### src/rtl/regf_pkg.sv
package regf_pkg;
  localparam int CODE_W = 3;
  localparam logic [CODE_W-1:0] CODE_ZERO = 3'd0;
  localparam logic [CODE_W-1:0] CODE_FLAG = 3'd5;

  // True when the code selects one of the general registers 1..count
  function automatic logic is_gpr(input logic [CODE_W-1:0] code, input int count);
    return (int'(code) >= 1) && (int'(code) <= count);
  endfunction

  // Array slot of a general-register code
  function automatic int gpr_slot(input logic [CODE_W-1:0] code);
    return int'(code) - 1;
  endfunction
endpackage

### src/rtl/regf_gpr_bank.sv
module regf_gpr_bank
  import regf_pkg::*;
#(
  parameter int DATA_W  = 16,
  parameter int NUM_GPR = 4
) (
  input  logic                            clk,
  input  logic                            rst,
  input  logic                            wr_en,
  input  logic [CODE_W-1:0]               wr_sel,
  input  logic [DATA_W-1:0]               wr_data,
  output logic [NUM_GPR-1:0][DATA_W-1:0]  gpr_q
);
  logic [NUM_GPR-1:0] wr_hit;
  logic               wr_dropped;

  assign wr_dropped = wr_en && !is_gpr(wr_sel, NUM_GPR);

  for (genvar g = 0; g < NUM_GPR; g++) begin : g_reg
    assign wr_hit[g] = wr_en && is_gpr(wr_sel, NUM_GPR) && (gpr_slot(wr_sel) == g);

    always_ff @(posedge clk) begin
      if (rst)            gpr_q[g] <= '0;
      else if (wr_hit[g]) gpr_q[g] <= wr_data;
    end

    AST_WRITE_LANDS: assert property (@(posedge clk) disable iff (rst)
      wr_hit[g] |=> gpr_q[g] == $past(wr_data));
  end

  AST_ONE_HOT_WRITE: assert property (@(posedge clk) disable iff (rst)
    $onehot0(wr_hit));
  AST_IDLE_HOLD: assert property (@(posedge clk) disable iff (rst)
    !wr_en |=> $stable(gpr_q));
  AST_UNDEF_WRITE_DROPPED: assert property (@(posedge clk) disable iff (rst)
    wr_dropped |=> $stable(gpr_q));
  AST_GPR_RESET: assert property (@(posedge clk) disable iff (rst)
    $fell(rst) |-> gpr_q == '0);
endmodule

### src/rtl/regf_flag_reg.sv
module regf_flag_reg #(
  parameter int FLAG_W = 4
) (
  input  logic              clk,
  input  logic              rst,
  input  logic              flag_en,
  input  logic [FLAG_W-1:0] alu_flags,
  output logic [FLAG_W-1:0] flag_q
);
  always_ff @(posedge clk) begin
    if (rst)          flag_q <= '0;
    else if (flag_en) flag_q <= alu_flags;
  end

  AST_FLAG_HOLD: assert property (@(posedge clk) disable iff (rst)
    !flag_en |=> $stable(flag_q));
  AST_FLAG_LOAD: assert property (@(posedge clk) disable iff (rst)
    flag_en |=> flag_q == $past(alu_flags));
  AST_FLAG_RESET: assert property (@(posedge clk) disable iff (rst)
    $fell(rst) |-> flag_q == '0);
endmodule

### src/rtl/regf_read_port.sv
module regf_read_port
  import regf_pkg::*;
#(
  parameter int DATA_W  = 16,
  parameter int NUM_GPR = 4,
  parameter int FLAG_W  = 4
) (
  input  logic [CODE_W-1:0]              sel,
  input  logic [NUM_GPR-1:0][DATA_W-1:0] gpr_q,
  input  logic [FLAG_W-1:0]              flag_q,
  output logic [DATA_W-1:0]              rdata
);
  localparam int PAD_W = DATA_W - FLAG_W;

  logic sel_flag, sel_gpr;
  assign sel_flag = (sel == CODE_FLAG);
  assign sel_gpr  = is_gpr(sel, NUM_GPR);

  always_comb begin
    rdata = '0;
    if (sel_gpr)       rdata = gpr_q[gpr_slot(sel)];
    else if (sel_flag) rdata = {{PAD_W{1'b0}}, flag_q};
  end

  always_comb begin
    if (sel == CODE_ZERO)
      AST_ZERO_CODE: assert (rdata == '0);
    if (sel_flag)
      AST_RSVD_ZERO: assert (rdata[DATA_W-1:FLAG_W] == '0);
    if (!sel_gpr && !sel_flag)
      AST_UNDEF_READ_ZERO: assert (rdata == '0);
  end
endmodule

### src/rtl/regbank16.sv
module regbank16
  import regf_pkg::*;
#(
  parameter int DATA_W  = 16,
  parameter int NUM_GPR = 4,
  parameter int FLAG_W  = 4
) (
  input  logic              clk,
  input  logic              rst,
  input  logic              wr_en,
  input  logic [2:0]        wr_sel,
  input  logic [DATA_W-1:0] wr_data,
  input  logic              flag_en,
  input  logic [FLAG_W-1:0] alu_flags,
  input  logic [2:0]        ra_sel,
  input  logic [2:0]        rb_sel,
  output logic [DATA_W-1:0] ra_data,
  output logic [DATA_W-1:0] rb_data,
  output logic              z_out
);
  logic [NUM_GPR-1:0][DATA_W-1:0] gpr_q;
  logic [FLAG_W-1:0]              flag_q;

  regf_gpr_bank #(.DATA_W(DATA_W), .NUM_GPR(NUM_GPR)) u_bank (
    .clk(clk), .rst(rst), .wr_en(wr_en), .wr_sel(wr_sel),
    .wr_data(wr_data), .gpr_q(gpr_q)
  );

  regf_flag_reg #(.FLAG_W(FLAG_W)) u_flags (
    .clk(clk), .rst(rst), .flag_en(flag_en),
    .alu_flags(alu_flags), .flag_q(flag_q)
  );

  regf_read_port #(.DATA_W(DATA_W), .NUM_GPR(NUM_GPR), .FLAG_W(FLAG_W)) u_port_a (
    .sel(ra_sel), .gpr_q(gpr_q), .flag_q(flag_q), .rdata(ra_data)
  );

  regf_read_port #(.DATA_W(DATA_W), .NUM_GPR(NUM_GPR), .FLAG_W(FLAG_W)) u_port_b (
    .sel(rb_sel), .gpr_q(gpr_q), .flag_q(flag_q), .rdata(rb_data)
  );

  assign z_out = flag_q[0];

  AST_Z_TRACKS: assert property (@(posedge clk) disable iff (rst)
    flag_en |=> z_out == $past(alu_flags[0]));
  AST_SAME_CODE_AGREE: assert property (@(posedge clk) disable iff (rst)
    (ra_sel == rb_sel) |-> ra_data == rb_data);
  AST_FLAG_WRITE_IGNORED: assert property (@(posedge clk) disable iff (rst)
    (wr_en && wr_sel == CODE_FLAG && !flag_en) |=> $stable(flag_q));
endmodule

### config.mk
export PLATFORM = sky130hd
export DESIGN_NAME = regbank16
export DESIGN_NICKNAME = d
export VERILOG_FILES = /design/src/rtl/regf_pkg.sv /design/src/rtl/regf_gpr_bank.sv /design/src/rtl/regf_flag_reg.sv /design/src/rtl/regf_read_port.sv /design/src/rtl/regbank16.sv
export SDC_FILE = /design/constraint.sdc
export NUM_CORES = 1
export LEC_CHECK = 0
export BUFFER_PORTS_ARGS = -buffer_cell sky130_fd_sc_hd__buf_4
export CAP_MARGIN = 40
export CORE_MARGIN = 10
export CORE_UTILIZATION = 51
export DETAILED_ROUTE_END_ITERATION = 12
export PLACE_DENSITY = 0.76
export SYNTH_ARGS = -nofsm -noshare
export SYNTH_HDL_FRONTEND = slang
export SYNTH_SLANG_ARGS = --single-unit
### constraint.sdc
create_clock -name clk -period 2.88 [get_ports clk]
set_clock_uncertainty 0.2 [all_clocks]
set_input_delay 0.576 -clock clk [delete_from_list [all_inputs] [get_ports clk]]
set_output_delay 0.576 -clock clk [all_outputs]
set_load 0.005 [all_outputs]
==> impl_metrics.sql <==
INSERT INTO impl_metrics (metric_group, metric, value, unit) VALUES
('synthesis', 'netlist.area_leader.share', '33.52', '%'),
('floorplan', 'initial_standard_cell_utilization_of_the_core', '52.56', '%'),
('floorplan', 'die_w', '109.2', 'um'),
('worst_setup_path', 'cp-endpoint', 'ra_data[1]', ''),
('synthesis', 'ys_seq_elements', '68', ''),
('run_status', 'run_status', 'finished, final reports clean', ''),
('cts', 'cts_tree', 'built', ''),
('min_path', 'hold_class', 'input pin to register', ''),
('layout', 'design.final.nets', '507', ''),
('timing', 'final.period_utilization', '96.86', '%'),
('layout', 'drive_above_1_share', '31.21', '%'),
('worst_setup_path', 'critPathTopFamily', 'buffers and inverters', ''),
('placement', 'place_worst_setup_slack', '-7.117', 'ps'),
('detailed_routing', 'avgViaCountPerCell', '5.890', ''),
('timing', 'period_needed', '2789', 'ps'),
('synthesis', 'post-synth-top-area-cell', 'sky130_fd_sc_hd__dfxtp_1', ''),
('placement', 'dp.final_hpwl', '7234', 'um'),
('grt', 'groute.usage.overall', '18.28', '%'),
('grt', 'grt_start_max_net_pins', '85', ''),
('floorplan', 'overall_die_area', '11930', 'um2'),
('worst_setup_path', 'critical_path.cell_chain', 'buf_4 -> inv_1 -> ha_1 -> buf_12 -> mux4_2 -> inv_1 -> o21ai_1 -> buf_4', ''),
('worst_setup_path', 'cp_max_fo', '16', ''),
('power', 'cellPowerDensity', '428.0', 'nW/um2'),
('grt', 'first_pass_grt_wire_length', '17130', 'um'),
('timing', 'report.final.slew_viol_count', '0', ''),
('synthesis', 'netlist_top_cells_count', '68 x sky130_fd_sc_hd__dfxtp_1, 54 x sky130_fd_sc_hd__o21ai_0, 33 x sky130_fd_sc_hd__a21oi_1, 33 x sky130_fd_sc_hd__nand2b_1, 33 x sky130_fd_sc_hd__nand3_1', ''),
('synthesis', 'synth_enable_flop_cells', '0', ''),
('layout', 'post_layout_nonfiller_instances', '573', ''),
('timing', 'worstMarginPinSlew', '744.4', 'ps'),
('timing', 'max_clock_freq', '358.5', 'MHz'),
('layout', 'layout.filler_cells', '638', ''),
('worst_setup_path', 'critical_path_class', 'input pin to output pin', ''),
('placement', 'gpl.final_weighted_congestion', '0.8080', ''),
('synthesis', 'syn-cell-area', '4061', 'um2'),
('placement', 'io_buffer_count', '65', ''),
('cts', 'post_cts_clock_slew_at_the_launch_and_capture_registers_of_the_worst_setup_and_hold_paths', '70', 'ps'),
('grt', 'grt_antenna_before_repair', '0', ''),
('worst_setup_path', 'setup.worst_path.start', 'ra_sel[0]', ''),
('worst_setup_path', 'worstSetupEndpointType', 'output pin', ''),
('timing', 'worst_slew_margin_rel', '50.37', '%'),
('layout', 'antenna_cells_inserted', '0', ''),
('layout', 'seq_cell_area', '1361', 'um2'),
('timing', 'final.hold.worst_slack', '260.2', 'ps'),
('floorplan', 'die-height', '109.2', 'um'),
('worst_setup_path', 'critPathBufInv', '5', ''),
('synthesis', 'post-synth-top-count-cell', 'sky130_fd_sc_hd__dfxtp_1', ''),
('cts', 'cts.repair_timing.setup_buffer_count', '0', ''),
('detailed_routing', 'remaining_drc_errors', '0', ''),
('detailed_routing', 'drt_pre_antenna_iters', '5', ''),
('timing', 'finalHoldViolations', '0', ''),
('detailed_routing', 'wirelength', '10670', 'um'),
('grt', 'globalRouteOverflowTotal', '0', ''),
('cts', 'htree_levels', '3', ''),
('detailed_routing', 'num_vias', '3375', ''),
('cts', 'holdBufCountCts', '0', ''),
('cts', 'cts_buffer_depth', '2', ''),
('worst_setup_path', 'crit-reg2reg-launch', 'u_bank.gpr_q[26]', ''),
('cts', 'worst_skew_pair.late_latency', '350', 'ps'),
('floorplan', 'coreArea', '7727', 'um2'),
('worst_setup_path', 'reg2reg_setup_slack', '1900', 'ps'),
('cts', 'tritoncts.num_buffers', '9', ''),
('synthesis', 'netlist_top_cells_area', 'sky130_fd_sc_hd__dfxtp_1 34%, sky130_fd_sc_hd__mux4_2 18%, sky130_fd_sc_hd__o21ai_0 6.7%', ''),
('layout', 'area_occupied_by_multi_input_gates', '2444', 'um2'),
('power', 'cellLeakagePower', '1.874', 'nW'),
('worst_setup_path', 'critical-path-slowest-cell', 'sky130_fd_sc_hd__mux4_2', ''),
('worst_setup_path', 'crit_cells', '8', ''),
('synthesis', 'seq_area_frac_synth', '33.52', '%'),
('worst_setup_path', 'max_stage_delay', '510', 'ps'),
('cts', 'ctsRootBufferMaster', 'sky130_fd_sc_hd__clkbuf_8', ''),
('timing', 'setup-violations-final', '0', ''),
('synthesis', 'synth_cell_type_count', '35', '');
## final cells by class
class / instances / share of cell area, %
clock buffers: 11 / 2.738
multi-input cells: 294 / 50.93
flip-flops and latches: 68 / 28.37
inverters: 11 / 0.8605
clock inverters: 5 / 1.095
repair buffers: 82 / 13.35
well taps: 102 / 2.660
## worst reg2reg max path: cells and delay by family (launching register included)
kind / cells / cell delay [ps]
DFF: 1 / 320
AOI/OAI and AO/OA: 2 / 210
and+or+nand+nor: 1 / 130
## state kept, by name, summed over array words and instances, names as in the netlist
signal and cells:
u_bank.gpr_q 64, u_flags.flag_q 4
## worst min-delay path by stage
stage | endpoint | cells past startpoint
floorplan | u_bank.gpr_q[47] | 2
global placement | u_bank.gpr_q[45] | 2
detailed placement | u_bank.gpr_q[44] | 2
CTS | u_flags.flag_q[2] | 3
global route | u_flags.flag_q[2] | 3
finish | u_flags.flag_q[2] | 3
## stage by stage
step                      cell area, um2  total power, mW  TNS (ps)  utilization (%)
after floorplan                     4099            1.198         0                -
after global placement              4602            1.305         0            59.55
after detailed placement            4602            1.312    -7.639            59.55
after CTS                           4788            2.059         0            61.97
after global routing                4798            2.129         0            62.10
final                               4798            2.054         0            62.10
## per-layer routing
layer  up-vias  GRT usage, %  part of all wire [%]
met5         -             0                     0
met4         0         7.156                   1.2
met3         8         2.832                   5.3
met2       116         30.33                    51
met1      1651         23.38                    43
li1       1600             -                     -
## repair_timing
| item | 4_1_cts | 5_1_grt |
|---|---|---|
| endpoints found under the setup margin | 1 | 7 |
| gates resized for setup | 1 | 1 |
| hold endpoints to repair | 0 | 0 |
## cell usage in the layout, fill, tap and decap left out, types with 2 or more instances in the layout
master                     instances
sky130_fd_sc_hd__and3_1            2
sky130_fd_sc_hd__clkinv_2          3
sky130_fd_sc_hd__a21oi_1          33
sky130_fd_sc_hd__nor2_1            4
sky130_fd_sc_hd__clkbuf_8          9
sky130_fd_sc_hd__buf_12            2
sky130_fd_sc_hd__mux4_2           32
sky130_fd_sc_hd__and2_1           12
sky130_fd_sc_hd__a22o_1            4
sky130_fd_sc_hd__ha_1              7
sky130_fd_sc_hd__buf_4            80
sky130_fd_sc_hd__nand2b_1         33
sky130_fd_sc_hd__nor2b_1          28
sky130_fd_sc_hd__o21ai_1           4
sky130_fd_sc_hd__inv_1            11
sky130_fd_sc_hd__mux2i_1          21
sky130_fd_sc_hd__o21ai_0          54
sky130_fd_sc_hd__o21ai_2          10
sky130_fd_sc_hd__nand3_1          33
sky130_fd_sc_hd__nand4b_1          4
sky130_fd_sc_hd__clkbuf_1          2
sky130_fd_sc_hd__dfxtp_1          68
## cells by family after synthesis
| logic type | after synthesis | synth area share, % |
|---|---|---|
| simple gates | 126 | 19.72 |
| compound gates | 107 | 14.76 |
| flops | 68 | 33.52 |
| mux | 53 | 22.92 |
| buf+inv | 48 | 6.624 |
| fa+ha+maj | 8 | 2.465 |
## power breakdown
part           internal [mW]  switching [mW]  leakage [nW]
logic                  0.148           0.179          1.23
clock network          0.396           0.363        0.0931
registers              0.957          0.0119         0.550
Note: power is estimated with default switching activity, not from simulation.
